==> config.mk <==
export PLATFORM = sky130hd
export DESIGN_NAME = acc_alu
export DESIGN_NICKNAME = d
export VERILOG_FILES = /design/src/rtl/acc_alu_pkg.sv /design/src/rtl/acc_alu_adder.sv /design/src/rtl/acc_alu_logic.sv /design/src/rtl/acc_alu_flag.sv /design/src/rtl/acc_alu.sv
export SDC_FILE = /design/constraint.sdc
export NUM_CORES = 1
export LEC_CHECK = 0
export CORE_MARGIN = 2
export CORE_UTILIZATION = 41
export DETAILED_ROUTE_END_ITERATION = 8
export PLACE_DENSITY = 0.72
export SLEW_MARGIN = 20
export SYNTH_ARGS = -nofsm -noshare
export SYNTH_HDL_FRONTEND = slang
export SYNTH_SLANG_ARGS = --single-unit
==> constraint.sdc <==
create_clock -name clk_i -period 9.33 [get_ports clk_i]
set_clock_uncertainty 0.15 [all_clocks]
set_input_delay 0.933 -clock clk_i [delete_from_list [all_inputs] [get_ports clk_i]]
set_output_delay 0.933 -clock clk_i [all_outputs]
set_load 0.01 [all_outputs]
==> src/rtl/acc_alu_pkg.sv <==
package acc_alu_pkg;
  localparam int unsigned OP_W = 3;

  typedef enum logic [OP_W-1:0] {
    OP_PASS = 3'd0,
    OP_ADDC = 3'd1,
    OP_OR   = 3'd2,
    OP_AND  = 3'd3,
    OP_XOR  = 3'd4,
    OP_SWAP = 3'd5,
    OP_CLRC = 3'd6,
    OP_SETC = 3'd7
  } alu_op_e;
endpackage

==> src/rtl/acc_alu_adder.sv <==
module acc_alu_adder #(
  parameter int unsigned W = 8
) (
  input  logic [W-1:0] a_i,
  input  logic [W-1:0] b_i,
  input  logic         cin_i,
  output logic [W-1:0] sum_o,
  output logic         cout_o
);
  logic [W:0] c;

  assign c[0] = cin_i;

  for (genvar gi = 0; gi < W; gi++) begin : g_bit
    logic p;
    assign p         = a_i[gi] ^ b_i[gi];
    assign sum_o[gi] = p ^ c[gi];
    assign c[gi+1]   = (a_i[gi] & b_i[gi]) | (p & c[gi]);
  end

  assign cout_o = c[W];
endmodule

==> src/rtl/acc_alu_logic.sv <==
module acc_alu_logic
  import acc_alu_pkg::*;
#(
  parameter int unsigned W = 8
) (
  input  alu_op_e      op_i,
  input  logic [W-1:0] a_i,
  input  logic [W-1:0] b_i,
  output logic [W-1:0] res_o
);
  localparam int unsigned HALF = W / 2;

  always_comb begin
    unique case (op_i)
      OP_OR:   res_o = a_i | b_i;
      OP_AND:  res_o = a_i & b_i;
      OP_XOR:  res_o = a_i ^ b_i;
      OP_SWAP: res_o = {a_i[HALF-1:0], a_i[W-1:HALF]};
      default: res_o = a_i;
    endcase
  end
endmodule

==> src/rtl/acc_alu_flag.sv <==
module acc_alu_flag (
  input  logic clk_i,
  input  logic rst_ni,
  input  logic we_i,
  input  logic d_i,
  output logic q_o
);
  always_ff @(posedge clk_i or negedge rst_ni) begin
    if (!rst_ni)   q_o <= 1'b0;
    else if (we_i) q_o <= d_i;
  end
endmodule

==> src/rtl/acc_alu.sv <==
module acc_alu
  import acc_alu_pkg::*;
#(
  parameter int unsigned W = 8
) (
  input  logic            clk_i,
  input  logic            rst_ni,
  input  logic [W-1:0]    acc_i,
  input  logic [W-1:0]    opnd_i,
  input  logic [OP_W-1:0] op_i,
  input  logic            carry_we_i,
  output logic [W-1:0]    res_o,
  output logic            carry_nxt_o,
  output logic            carry_o,
  output logic            zero_o
);
  alu_op_e      op;
  logic [W-1:0] sum;
  logic         cout;
  logic [W-1:0] logic_res;

  assign op = alu_op_e'(op_i);

  acc_alu_adder #(.W(W)) u_add (
    .a_i   (acc_i),
    .b_i   (opnd_i),
    .cin_i (carry_o),
    .sum_o (sum),
    .cout_o(cout)
  );

  acc_alu_logic #(.W(W)) u_logic (
    .op_i (op),
    .a_i  (acc_i),
    .b_i  (opnd_i),
    .res_o(logic_res)
  );

  always_comb begin
    res_o       = acc_i;
    carry_nxt_o = carry_o;
    unique case (op)
      OP_PASS: res_o = opnd_i;
      OP_ADDC: begin
        res_o       = sum;
        carry_nxt_o = cout;
      end
      OP_OR, OP_AND, OP_XOR, OP_SWAP: res_o = logic_res;
      OP_CLRC: carry_nxt_o = 1'b0;
      OP_SETC: carry_nxt_o = 1'b1;
      default: ;
    endcase
  end

  acc_alu_flag u_flag (
    .clk_i (clk_i),
    .rst_ni(rst_ni),
    .we_i  (carry_we_i),
    .d_i   (carry_nxt_o),
    .q_o   (carry_o)
  );

  assign zero_o = ~|acc_i;
endmodule

## Word-level counts from Yosys, hierarchy flattened

Index checks and enable logic that the tools add are counted.

| word-level totals | value |
|---|---|
| register bits | 1 |
| bits of input ports | 22 |

| cells by class | value |
|---|---|
| equal/unequal tests | 7 |
| multiplexer cells | 3 |
| bitwise operators | 43 |
| reduce and logical (&&, ||, !) cells | 4 |

Operator list:

| cell | number |
|---|---|
| $pmux 8 s4 | 1 |
| $pmux 8 s3 | 1 |
| $and 1x1->1 | 16 |
| $xor 1x1->1 | 16 |
| $eq 3x3->1 const B | 4 |
| $and 8x8->8 | 1 |
| $or 1x1->1 | 8 |
| $or 8x8->8 | 1 |
| $reduce_or 8->1 | 1 |
| $xor 8x8->8 | 1 |
| $eq 3x2->1 const B | 2 |
| $reduce_or 4->1 | 1 |
| $eq 3x1->1 const B | 1 |
| $logic_not 3->1 | 1 |
| $pmux 1 s3 | 1 |
| $logic_not 1->1 | 1 |

## Longest topological paths before layout

| logic depth | value |
|---|---|
| depth after elaboration | 18 |
| depth in mapped cells | 12 |
| gate-level depth less buffers | 12 |

## Modules after synthesis

A second synthesis with hierarchy kept.

| second synthesis, totals | value |
|---|---|
| cells, all modules | 161 |
| area total of the unflattened synthesis | 1345.0 sq um |

By module, submodules not included:

| module | instances | cells each | area an instance (sq um) |
|---|---|---|---|
| acc_alu_logic | 1 | 87 | 629.4 |
| acc_alu | 1 | 54 | 478.0 |
| acc_alu_adder | 1 | 18 | 197.7 |
| acc_alu_flag | 1 | 2 | 40.0 |

## Worst setup path before layout

No wires, ideal clock.

| path | value |
|---|---|
| path type | input -> output |
| start | input port acc_i[0] |
| end | output port res_o[7] |
| arrival | 4.366 ns |
| data required time | 8.247 ns |
| path slack | 3.881 ns |
| cell stages on the path | 11 |
| path buffers | 0 |
| cell sequence | fa_1 -> inv_1 -> fa_1 -> fa_1 -> fa_1 -> fa_1 -> fa_1 -> fa_1 -> fa_1 -> a2111oi_0 -> a211o_1 |

| on the way | value |
|---|---|
| longest elaborated chain between the ends | 17 |
| elaborated cells on any way between the ends | 18 |
| those cells by class | mux: 1; bitwise: 17 |

Ends and longest elaborated chain:

| element | line | text |
|---|---|---|
| start: declaration | acc_alu.sv:8 | `input logic [W-1:0] acc_i,` |
| $xor 1x1->1 | acc_alu_adder.sv:16 | `assign p = a_i[gi] ^ b_i[gi];` |
| $and 1x1->1 | acc_alu_adder.sv:18 | `assign c[gi+1] = (a_i[gi] & b_i[gi]) \| (p & c[gi]);` |
| $or 1x1->1 (*) | acc_alu_adder.sv:18 |  |
| $and 1x1->1 (*) | acc_alu_adder.sv:18 |  |
| $or 1x1->1 (*) | acc_alu_adder.sv:18 |  |
| $and 1x1->1 (*) | acc_alu_adder.sv:18 |  |
| $or 1x1->1 (*) | acc_alu_adder.sv:18 |  |
| $and 1x1->1 (*) | acc_alu_adder.sv:18 |  |
| $or 1x1->1 (*) | acc_alu_adder.sv:18 |  |
| $and 1x1->1 (*) | acc_alu_adder.sv:18 |  |
| $or 1x1->1 (*) | acc_alu_adder.sv:18 |  |
| $and 1x1->1 (*) | acc_alu_adder.sv:18 |  |
| $or 1x1->1 (*) | acc_alu_adder.sv:18 |  |
| $and 1x1->1 (*) | acc_alu_adder.sv:18 |  |
| $or 1x1->1 (*) | acc_alu_adder.sv:18 |  |
| $xor 1x1->1 (*) | acc_alu_adder.sv:17 | `assign sum_o[gi] = p ^ c[gi];` |
| $pmux 8 s3 (*) | acc_alu.sv:42 | `unique case (op)` |
| end: declaration | acc_alu.sv:12 | `output logic [W-1:0] res_o,` |

Mark *: on every way between the ends. The rest lies on a longest branch, timed or not.

## Worst setup path in the final report

Ends and elaborated chain as after synthesis.

==> metrics.sh <==
RUN_STATUS='finished, final reports clean'
LARGEST_REGISTER_FF_COUNT=1
R2R_CELLS=12
DIE_H_MICRONS=55.1
DRT_PASS_1_ITERS=6
CLK-INSERTION-DELAY-LATE_PS=0
HPWL_MICRONS=1990
GRT_PASS1_VIAS=899
FINAL_HOLD_FAILS=0
CAP_VIOLATIONS=0
FLOORPLAN.IO_PINS=33
CRITPATHSLOWESTCELL='clkdlybuf4s50_1'
LAYOUT_COMMONEST_CELL='clkdlybuf4s50_1'
GRT_REMAINING_OVERFLOW=0
DRT.ANTENNA.VIOLATING_NETS=0
DR_TOTAL_VIAS=991
YS_SEQ_AREA_SHARE_PCT=2.34
POSTSYNTHAREAPERCELL_SQ_UM=8.62
POWER.DENSITY_CELL_AREA_mW_PER_MM2=57.4
VIASPERCELL=5.54
SLEW_VIOL_FINAL=0
POST_SYNTH_NUM_CELL_TYPES=33
GRT_PASS1_WL_MICRONS=4090
SYNTH_FF_TYPE='dfrtp_1'
WORST_IR_DROP_VDD_V=0.0000350
ROUTED_WL_MICRONS=2590
COREAREA_SQ_MM=0.00248
POWER.NET_SWITCHING_uW=34.3
DETAIL_ROUTE.WL_PER_CELL_MICRONS=14.5
POWER.SHARE.SEQUENTIAL_PCT=8.2
WORSTREG2REGEND='u_flag.q_o'
ENDPOINT_KIND='primary output'
LAYOUTNONFILLERINSTCOUNT=179
MAX-SLEW-MARGIN-REL_PCT=41.4
CTS.REPORTEDPATHS.CLKPINSLEW_PS=0
PIN_COUNT_OF_THE_BIGGEST_NET_ENTERING_GLOBAL_ROUTING=41
DIE_AREA_SQ_MM=0.00303
POSTCTSSETUPREPAIRBUFS=0
INITIAL_ANTENNA_VIOLATION_COUNT=0
SYNTH_EDF_COUNT=0
POST_CTS.RESIZED_INSTANCES=0
LARGEST_REG_BY_FF_COUNT='u_flag.q_o'
CRITICAL_PATH_S_LARGEST_STAGE_DELAY_PS=560
SYNTH_TOP_AREA_SHARE_PCT=18.7
MAX_SLEW.WORST_PIN.SLEW_PS=876
CELL_DEPTH_OF_THE_WORST_HOLD_PATH=2
ANTENNA-DIODE-COUNT=0
INTPOWER_uW=45.2
ROWS=18
CP_DATA_REQUIRED_TIME_PS=8250
TOTAL_LEAKAGE_POWER_nW=0.614
SYN-NUM-NETS=170
FINAL_AREA_SQ_MM=0.00139
NETLIST_TOP_CELLS_AREA='ha_1, fa_1, inv_1'
WORST-ENDPOINT-ARRIVAL_PS=5680
CLOCK.FMAX_MHz=148
CRITICAL_PATH.MOST_COMMON_CELL='fa_1'
HOLD_PATH_STARTPOINT='u_flag.q_o'
SYNTHESIS.INSTANCES=124
FINAL_PERIOD_MINUS_WORST_SETUP_SLACK_PS=6760
DRCVIOLATIONCOUNT=0
WHS_ENDPOINT='u_flag.q_o'
CRITICAL_PATH.REG2REG.STARTPOINT='u_flag.q_o'
INSTANCE_AREA_AFTER_PLACEMENT_SQ_MM=0.00139
CRITPATHLAUNCHTYPE='input port'
REG.LARGEST.LIST='u_flag.q_o: 1 flops'
INITIAL_UTILIZATION_PCT=43.1
DETAILEDROUTE.FIRSTITERATIONVIOLATIONS=16
SETUP_VIOL=0
PATH_CELLS='clkdlybuf4s50_1 -> fa_1 -> inv_1 -> fa_1 -> fa_1 -> fa_1 -> fa_1 -> fa_1 -> fa_1 -> fa_1 -> a2111oi_0 -> a211o_1 -> clkdlybuf4s50_1'
PATH_CLASS='in -> out'
GPL.FINAL_WEIGHTED_CONGESTION=0.866
SW_FRAC_OF_TOTAL_PCT=43.2
GR-USAGE-ALL-LAYERS_PCT=18.0
PORT_BUFFERS=32
CRITPATHMAXFANOUT=4
FINAL_NET_COUNT=197
REG2REG_SLACK_PS=5180
MOST-COMMON-LAYOUT-CELLS='clkdlybuf4s50_1, inv_1, ha_1'
RSZ_0062_RAISED_AFTER_GLOBAL_ROUTING='no'
CLOCK_POWER_SHARE_PCT=0
AREA.GROWTH.SYNTH_TO_FINAL_PCT=29.6
FINAL_MIN_PERIOD_OVER_CLOCK_PERIOD_PCT=72.5
HOLD_PATH_CLASS='reg -> reg'
POST-SYNTH-TOP-AREA-CELL='ha_1'
YOSYS_REGISTER_BITS=1
ASYNCSETRESETFLOPFRACSYNTH_PCT=100
YOSYS_WARNINGS=0
DIEWIDTH_MICRONS=55.1
DP_CELLS=179
POWER_FRAC_COMB_PCT=91.8
TNS_PS=0
CTSHOLDBUFFERS=0
SYNTHESIS.AREA_SQ_MM=0.00107
LAYOUT-DRIVE-GT1-SHARE_PCT=8.05
CRITPATHLAUNCH='acc_i[0]'
FINALCOREUTILIZATION_PCT=55.9
==> power by group through the flow <==
stage	registers, mW	clock network [mW]	logic, mW
after floorplan	0.00648	0	0.0413
after global placement	0.00643	0	0.0711
after detailed placement	0.00654	0	0.0726
after CTS	0.00657	0	0.0733
after global routing	0.00667	0	0.0808
final	0.00649	0	0.0730
==> cell type report <==
type | count | area, sq um
Inverter | 20 | 75.1
Timing Repair Buffer | 33 | 328
Sequential cell | 1 | 25.0
Fill cell | 250 | 1090
Tap cell | 30 | 37.5
Multi-Input combinational cell | 95 | 920
==> cells by family after synthesis <==
kind of cell / share of synthesized area [%]
flip-flops: 2.34
AO/OA/AOI/OAI: 20.7
multiplexers: 16.3
buffers and inverters: 11.6
adder cells (fa/ha/maj): 33.7
AND/OR/NAND/NOR: 15.3
==> metal layers <==
| metal | vias up | routed length [microns] | global-route usage, % |
|---|---|---|---|
| li1 | 495 | - | - |
| met1 | 469 | 1210 | 26.0 |
| met2 | 27 | 1270 | 31.2 |
| met3 | 0 | 119 | 0.538 |
| met4 | 0 | 0 | 1.22 |
| met5 | - | 0 | 0 |
==> how the worst max path moves through the flow <==
stage,cells after the start,to
global route,13,res_o[7]
finish,13,res_o[7]
floorplan,11,res_o[7]
global placement,13,res_o[7]
detailed placement,13,res_o[7]
CTS,13,res_o[7]
==> worst max-delay path, delay by kind of cell <==
family	cells	cell delay, ps
buffers and inverters	3	1140
AOI/OAI and AO/OA	2	590
adders and majority gates	8	3010
==> cell usage after synthesis (3+ instances only) <==
cell / count
a211oi_1: 4
a21oi_1: 6
a221oi_1: 3
buf_2: 3
clkbuf_1: 3
fa_1: 8
ha_1: 16
inv_1: 19
mux2_2: 5
mux4_2: 3
nand2_1: 3
nor2_1: 7
nor2b_1: 4
o21ai_0: 5
o31ai_1: 4
==> per-stage QoR <==
step	hold slack, ps	worst slack [ps]	total power, mW
after floorplan	487	3880	0.0477
after global placement	521	2720	0.0775
after detailed placement	534	2560	0.0792
after CTS	540	2570	0.0799
after global routing	566	2380	0.0875
final	527	2570	0.0795
No activity file was read; power rests on OpenSTA's default activity.
